File: src/rtl/wsreg_pkg.sv
package wsreg_pkg;
  localparam int WORD_W = 16;
  localparam int IDX_W  = 4;
  localparam int BYTE_W = WORD_W / 2;
  localparam int OPND_W = 2 * WORD_W;

  typedef logic [WORD_W-1:0] word_t;

  typedef enum logic [1:0] {
    AM_DIRECT   = 2'd0,
    AM_INDIRECT = 2'd1,
    AM_AUTOINC  = 2'd2,
    AM_RSVD     = 2'd3
  } amode_e;

  typedef enum logic [1:0] {
    SZ_BYTE  = 2'd0,
    SZ_WORD  = 2'd1,
    SZ_DWORD = 2'd2,
    SZ_RSVD  = 2'd3
  } osize_e;

  typedef enum logic [2:0] {
    ST_IDLE, ST_REG_RD, ST_REG_RD2, ST_REG_WB, ST_OP_RD, ST_OP_RD2, ST_DONE
  } step_e;

  typedef enum logic [1:0] {
    CAP_NONE, CAP_SINGLE, CAP_HI, CAP_LO
  } cap_e;

  // Address of register n inside the register area, 16-bit wraparound.
  function automatic word_t reg_slot(word_t base, logic [IDX_W-1:0] n);
    return base + word_t'({n, 1'b0});
  endfunction

  // Post-increment amount for each operand size.
  function automatic word_t ptr_step(osize_e sz);
    case (sz)
      SZ_BYTE:  return word_t'(1);
      SZ_DWORD: return word_t'(4);
      default:  return word_t'(2);
    endcase
  endfunction

  function automatic word_t align_word(word_t a);
    return {a[WORD_W-1:1], 1'b0};
  endfunction

  // Even byte address -> upper lane, odd -> lower lane.
  function automatic logic [BYTE_W-1:0] lane_pick(word_t w, logic odd);
    return odd ? w[BYTE_W-1:0] : w[WORD_W-1:BYTE_W];
  endfunction
endpackage

File: src/rtl/wsreg_addr.sv
module wsreg_addr
  import wsreg_pkg::*;
(
  input  step_e                step,
  input  word_t                wp_q,
  input  logic [IDX_W-1:0]     idx_q,
  input  word_t                ptr_q,
  input  osize_e               size_q,
  output word_t                addr,
  output word_t                wdata,
  output logic                 we
);
  word_t slot;
  word_t opa;

  assign slot = reg_slot(wp_q, idx_q);
  assign opa  = align_word(ptr_q);

  always_comb begin
    addr  = '0;
    wdata = '0;
    we    = 1'b0;
    case (step)
      ST_REG_RD:  addr = slot;
      ST_REG_RD2: addr = slot + word_t'(2);
      ST_REG_WB: begin
        addr  = slot;
        we    = 1'b1;
        wdata = ptr_q + ptr_step(size_q);
      end
      ST_OP_RD:   addr = opa;
      ST_OP_RD2:  addr = opa + word_t'(2);
      default:    addr = '0;
    endcase
  end
endmodule

File: src/rtl/wsreg_seq.sv
module wsreg_seq
  import wsreg_pkg::*;
(
  input  logic             clk,
  input  logic             rst_n,
  input  logic             start,
  input  logic [1:0]       mode,
  input  logic [1:0]       size,
  input  logic [IDX_W-1:0] reg_idx,
  input  word_t            wp,
  input  logic             mem_ready,
  input  word_t            mem_rdata,
  output step_e            step,
  output word_t            wp_q,
  output logic [IDX_W-1:0] idx_q,
  output osize_e           size_q,
  output word_t            ptr_q,
  output cap_e             cap,
  output logic             lane_odd,
  output logic             mem_req,
  output logic             busy,
  output logic             done
);
  amode_e mode_q;
  step_e  nxt;
  logic   xfer;
  logic   accept;
  logic   wb_seen;

  assign mem_req = (step == ST_REG_RD) || (step == ST_REG_RD2) || (step == ST_REG_WB) ||
                   (step == ST_OP_RD)  || (step == ST_OP_RD2);
  assign xfer    = mem_req && mem_ready;
  assign accept  = start && (step == ST_IDLE);
  assign busy    = (step != ST_IDLE);
  assign done    = (step == ST_DONE);
  assign lane_odd = (mode_q == AM_DIRECT) ? 1'b0 : ptr_q[0];

  always_comb begin
    nxt = step;
    case (step)
      ST_IDLE:    if (start) nxt = ST_REG_RD;
      ST_REG_RD:
        if (xfer) begin
          if (mode_q == AM_DIRECT)       nxt = (size_q == SZ_DWORD) ? ST_REG_RD2 : ST_DONE;
          else if (mode_q == AM_AUTOINC) nxt = ST_REG_WB;
          else                           nxt = ST_OP_RD;
        end
      ST_REG_RD2: if (xfer) nxt = ST_DONE;
      ST_REG_WB:  if (xfer) nxt = ST_OP_RD;
      ST_OP_RD:   if (xfer) nxt = (size_q == SZ_DWORD) ? ST_OP_RD2 : ST_DONE;
      ST_OP_RD2:  if (xfer) nxt = ST_DONE;
      default:    nxt = ST_IDLE;
    endcase
  end

  always_comb begin
    cap = CAP_NONE;
    if (xfer) begin
      case (step)
        ST_REG_RD:
          if (mode_q == AM_DIRECT) cap = (size_q == SZ_DWORD) ? CAP_HI : CAP_SINGLE;
        ST_OP_RD:  cap = (size_q == SZ_DWORD) ? CAP_HI : CAP_SINGLE;
        ST_REG_RD2, ST_OP_RD2: cap = CAP_LO;
        default:   cap = CAP_NONE;
      endcase
    end
  end

  always_ff @(posedge clk) begin
    if (!rst_n) begin
      step    <= ST_IDLE;
      mode_q  <= AM_DIRECT;
      size_q  <= SZ_WORD;
      wp_q    <= '0;
      idx_q   <= '0;
      ptr_q   <= '0;
      wb_seen <= 1'b0;
    end else begin
      step <= nxt;
      if (accept) begin
        mode_q  <= (amode_e'(mode) == AM_RSVD) ? AM_INDIRECT : amode_e'(mode);
        size_q  <= (osize_e'(size) == SZ_RSVD) ? SZ_WORD : osize_e'(size);
        wp_q    <= wp;
        idx_q   <= reg_idx;
        wb_seen <= 1'b0;
      end
      if (xfer && step == ST_REG_RD && mode_q != AM_DIRECT) ptr_q <= mem_rdata;
      if (xfer && step == ST_REG_WB) wb_seen <= 1'b1;
    end
  end

  AST_WB_BEFORE_OPREAD: assert property (@(posedge clk) disable iff (!rst_n)
    (step == ST_OP_RD && mode_q == AM_AUTOINC) |-> wb_seen);
  AST_WB_ONLY_AUTOINC: assert property (@(posedge clk) disable iff (!rst_n)
    (step == ST_REG_WB) |-> (mode_q == AM_AUTOINC));
  AST_NO_OPREAD_DIRECT: assert property (@(posedge clk) disable iff (!rst_n)
    (step == ST_OP_RD) |-> (mode_q != AM_DIRECT));
endmodule

File: src/rtl/wsreg_capture.sv
module wsreg_capture
  import wsreg_pkg::*;
(
  input  logic              clk,
  input  logic              rst_n,
  input  cap_e              cap,
  input  word_t             rdata,
  input  osize_e            size_q,
  input  logic              lane_odd,
  output logic [OPND_W-1:0] operand
);
  always_ff @(posedge clk) begin
    if (!rst_n) begin
      operand <= '0;
    end else begin
      case (cap)
        CAP_SINGLE:
          if (size_q == SZ_BYTE) operand <= OPND_W'(lane_pick(rdata, lane_odd));
          else                   operand <= OPND_W'(rdata);
        CAP_HI:  operand <= {rdata, {WORD_W{1'b0}}};
        CAP_LO:  operand[WORD_W-1:0] <= rdata;
        default: operand <= operand;
      endcase
    end
  end
endmodule

File: src/rtl/wsreg_fetch.sv
module wsreg_fetch
  import wsreg_pkg::*;
(
  input  logic              clk,
  input  logic              rst_n,
  input  logic              start,
  input  logic [1:0]        mode,
  input  logic [1:0]        size,
  input  logic [IDX_W-1:0]  reg_idx,
  input  logic [WORD_W-1:0] wp,
  output logic              busy,
  output logic              done,
  output logic [OPND_W-1:0] operand,
  output logic              mem_req,
  output logic              mem_we,
  output logic [WORD_W-1:0] mem_addr,
  output logic [WORD_W-1:0] mem_wdata,
  input  logic [WORD_W-1:0] mem_rdata,
  input  logic              mem_ready
);
  step_e            step;
  word_t            wp_q;
  logic [IDX_W-1:0] idx_q;
  osize_e           size_q;
  word_t            ptr_q;
  cap_e             cap;
  logic             lane_odd;
  logic             we_step;

  wsreg_seq u_seq (
    .clk(clk), .rst_n(rst_n), .start(start), .mode(mode), .size(size),
    .reg_idx(reg_idx), .wp(wp), .mem_ready(mem_ready), .mem_rdata(mem_rdata),
    .step(step), .wp_q(wp_q), .idx_q(idx_q), .size_q(size_q), .ptr_q(ptr_q),
    .cap(cap), .lane_odd(lane_odd), .mem_req(mem_req), .busy(busy), .done(done)
  );

  wsreg_addr u_addr (
    .step(step), .wp_q(wp_q), .idx_q(idx_q), .ptr_q(ptr_q), .size_q(size_q),
    .addr(mem_addr), .wdata(mem_wdata), .we(we_step)
  );

  assign mem_we = mem_req && we_step;

  wsreg_capture u_cap (
    .clk(clk), .rst_n(rst_n), .cap(cap), .rdata(mem_rdata), .size_q(size_q),
    .lane_odd(lane_odd), .operand(operand)
  );

  AST_REQ_HOLD: assert property (@(posedge clk) disable iff (!rst_n)
    (mem_req && !mem_ready) |=> (mem_req && $stable(mem_addr) && $stable(mem_we) && $stable(mem_wdata)));
  AST_DONE_PULSE: assert property (@(posedge clk) disable iff (!rst_n)
    done |=> !done);
  AST_DONE_BUS_QUIET: assert property (@(posedge clk) disable iff (!rst_n)
    done |-> !mem_req);
  AST_OPERAND_HOLD: assert property (@(posedge clk) disable iff (!rst_n)
    !busy |=> $stable(operand));
  AST_ADDR_EVEN: assert property (@(posedge clk) disable iff (!rst_n)
    mem_req |-> !mem_addr[0]);
endmodule

File: config.mk
export PLATFORM = sky130hd
export DESIGN_NAME = wsreg_fetch
export DESIGN_NICKNAME = d
export VERILOG_FILES = /design/src/rtl/wsreg_pkg.sv /design/src/rtl/wsreg_addr.sv /design/src/rtl/wsreg_seq.sv /design/src/rtl/wsreg_capture.sv /design/src/rtl/wsreg_fetch.sv
export SDC_FILE = /design/constraint.sdc
export NUM_CORES = 1
export LEC_CHECK = 0
export ABC_AREA = 1
export BUFFER_PORTS_ARGS = -buffer_cell sky130_fd_sc_hd__buf_2
export CORE_ASPECT_RATIO = 0.7
export CORE_UTILIZATION = 25
export CTS_CLUSTER_DIAMETER = 50
export CTS_CLUSTER_SIZE = 10
export DETAILED_ROUTE_END_ITERATION = 7
export PLACE_DENSITY = 0.4
export SLEW_MARGIN = 0
export SYNTH_ARGS = -nofsm -noshare
export SYNTH_HDL_FRONTEND = slang
export SYNTH_HIERARCHICAL = 1
export SYNTH_SLANG_ARGS = --single-unit
File: constraint.sdc
create_clock -name clk -period 3.2 [get_ports clk]
set_input_delay 0.48 -clock clk [delete_from_list [all_inputs] [get_ports clk]]
set_output_delay 0.48 -clock clk [all_outputs]
set_load 0.01 [all_outputs]
==> results.json <==
{
  "cts_tree": "yes",
  "p_leak_nw": 3.251,
  "hp-class": "in2reg",
  "required_ns": 2.72,
  "insertion_delay_ns": 0.35,
  "portBuffers": 111,
  "fin_crit_sh": 0.9987,
  "fin_crit_ns": 3.196,
  "skew_ns": 0.009951,
  "synth_compound_area_frac": 0.1443,
  "grt_usage": 0.1672,
  "crit_fanout": 5,
  "nNetsFinal": 1030,
  "synthAdderAreaFrac": 0.03343,
  "drv_slew": 0,
  "die_y_um": 124.0,
  "via_per_inst": 4.485,
  "place_area_um2": 6133,
  "grt_pass1_wl_mm": 27.70,
  "crit_type": "reg2out",
  "setup_viol": 0,
  "grt-ovfl-total": 0,
  "cts_max_level": 3,
  "ir_drop_v": 0.0003080,
  "seq_area_frac_synth": 0.2825,
  "worstMarginPinSlew_ns": 0.6689,
  "layout_commonest_cell": "nand2_1",
  "place_hpwl_mm": 14.02,
  "cts.clk_slew.worst_paths_ns": 0.06,
  "dr.pass1.iters": 4,
  "power.density_nw_per_um2": 835.9,
  "cts-root-buf": "clkbuf_16",
  "drive_gt1_frac": 0.2311,
  "wirelength_mm": 18.02,
  "drtIter0Drc": 470,
  "end_kind": "primary output",
  "stdcell_area_um2": 6570,
  "antenna_found_initial": 0,
  "start_util": 0.2554,
  "grt_max_degree": 36,
  "io_pins": 112,
  "ant_nets": 0,
  "clock_path_buffers": 2,
  "vias": 5624,
  "syn_area_per_cell_um2": 6.188,
  "die-area_um2": 21860,
  "hold_ws_ns": 0.3534,
  "synth_top_family_by_area": "simple AND/OR/NAND/NOR gates",
  "slew-limit-headroom": 0.5541,
  "core_um2": 20810,
  "hold_buffers": 0,
  "cts_sinks": 75,
  "routabilityCongestion": 0.8942,
  "yosys-mux-area-fraction": 0,
  "cts_buffers": 9,
  "ys_warn_count": 6,
  "preCtsSetupSlack_ns": 0.2248,
  "syn-num-nets": 916,
  "startpoint_type": "flop",
  "grt_pass1_vias": 4972,
  "syn2layout_area_growth_pct": 23.61,
  "n_antenna_cell": 0,
  "drv_cap": 0,
  "p_total_mw": 5.492,
  "drc_errors": 0,
  "final_cell_mix": "nand2_1 (217), nor2_1 (129), buf_2 (111)",
  "synth-seq-cells": 75,
  "synth.distinct_cells": 47,
  "fmax_ghz": 0.3129,
  "syn_inst": 859,
  "dieWidth_um": 176.3,
  "syn_area_um2": 5315,
  "hold_viol": 0,
  "status": "finished, final reports clean",
  "synth-simple-area-share": 0.4080,
  "synth_xor_area_frac": 0.006591,
  "routedWlPerCell_um": 14.37,
  "rsz0062_at_grt": "yes",
  "arrival_ns": 2.72,
  "fin_ws_ns": 0.004296,
  "rows": 44
}
cell usage after synthesis (all sizes together):
library cell,instances,area (um^2)
a31oi,2,12.51
a21oi,48,270.3
buf,23,180.2
a31o,1,8.760
o21ai,66,337.8
or2,2,12.51
nand4,11,83.83
o21a,1,7.510
ha,11,137.6
nor4,1,6.260
nand3,84,445.4
xor2,2,17.52
and2,1,6.260
nor2,147,655.6
nand2,230,905.9
nor3b,1,7.510
clkbuf,5,22.52
o311ai,1,8.760
fa,2,40.04
a22oi,1,7.510
o21bai,3,33.78
o32ai,1,8.760
nor3,8,45.04
xnor2,2,17.52
a32o,3,30.03
inv,122,463.0
o211ai,2,15.01
o221ai,3,26.28
dfxtp,75,1501
worst paths after layout:
check / from / endpoint / slack [ns] / cells after the start
worst max-delay path: u_seq/idx_q[0] / mem_addr[13] / 0.004 / 15
worst min-delay path: wp[8] / u_seq/wp_q[8] / 0.35 / 3
worst max register to register: u_seq/step[2] / u_cap/operand[15] / 0.80 / 11
worst min register to register: u_seq/size_q[0] / u_seq/size_q[0] / 0.50 / 2
state kept, by name (all words and copies together), names as in the netlist:
| name | flops |
|---|---|
| u_seq/wp_q | 16 |
| u_seq/size_q | 2 |
| u_seq/mode_q | 2 |
| u_seq/ptr_q | 16 |
| u_cap/operand | 32 |
| u_seq/step | 3 |
| u_seq/idx_q | 4 |
what timing repair did:
action	4_1_cts	5_1_grt
cloned	0	0
setup buffers	1	3
pin swaps	10	10
resized for setup	9	21
setup endpoints to repair	10	15
stage by stage:
step                      utilization  TNS, ns  std cells
after CTS                      0.3110  -0.2521       1251
after global routing           0.3157  -0.9927       1254
after global placement         0.2947        0       1234
final                          0.3157        0       1254
after floorplan                     -        0        859
after detailed placement       0.2947        0       1234
final cells by class:
type / instances / area (um^2)
multi-input combinational: 634 / 3244
timing repair buffer: 131 / 705.7
fill: 2384 / 14240
clock inverter: 6 / 63.81
clock buffer: 10 / 239.0
sequential: 75 / 1509
inverter: 122 / 462.9
tap: 276 / 345.3
cells by family (layout without fill, tap and decap cells):
| group | count (synthesis) | count (layout) |
|---|---|---|
| fa+ha+maj | 13 | 13 |
| simple gates | 485 | 485 |
| flops | 75 | 75 |
| xor+xnor | 4 | 4 |
| buf+inv | 150 | 269 |
| compound gates | 132 | 132 |
metal layers:
| metal | track usage | routed length, um | vias to the layer above |
|---|---|---|---|
| met5 | 0 | 0 | - |
| met3 | 0.03053 | 789 | 11 |
| met2 | 0.2249 | 7005 | 111 |
| met1 | 0.2612 | 10060 | 2535 |
| li1 | - | - | 2967 |
| met4 | 0.04728 | 165 | 0 |
critical path, stage by stage, from the launching register on:
cell and delay [ns]:
dfxtp_2 0.33, ha_4 0.16, fa_1 0.51, nand2_2 0.06, o21ai_2 0.07, ha_2 0.21
inv_2 0.04, nor2_4 0.12, nand3_4 0.09, nor2_4 0.12, nand3_4 0.10, nor2_4 0.16
nand4_1 0.13, nand3_2 0.10, nand2_1 0.05, buf_2 0.13
power breakdown:
part	internal, mW	total (mW)	switching, mW
clock network	0.626	1.06	0.437
registers	1.29	1.58	0.289
logic	1.00	2.85	1.85
No activity file was read; power rests on OpenSTA's default activity.
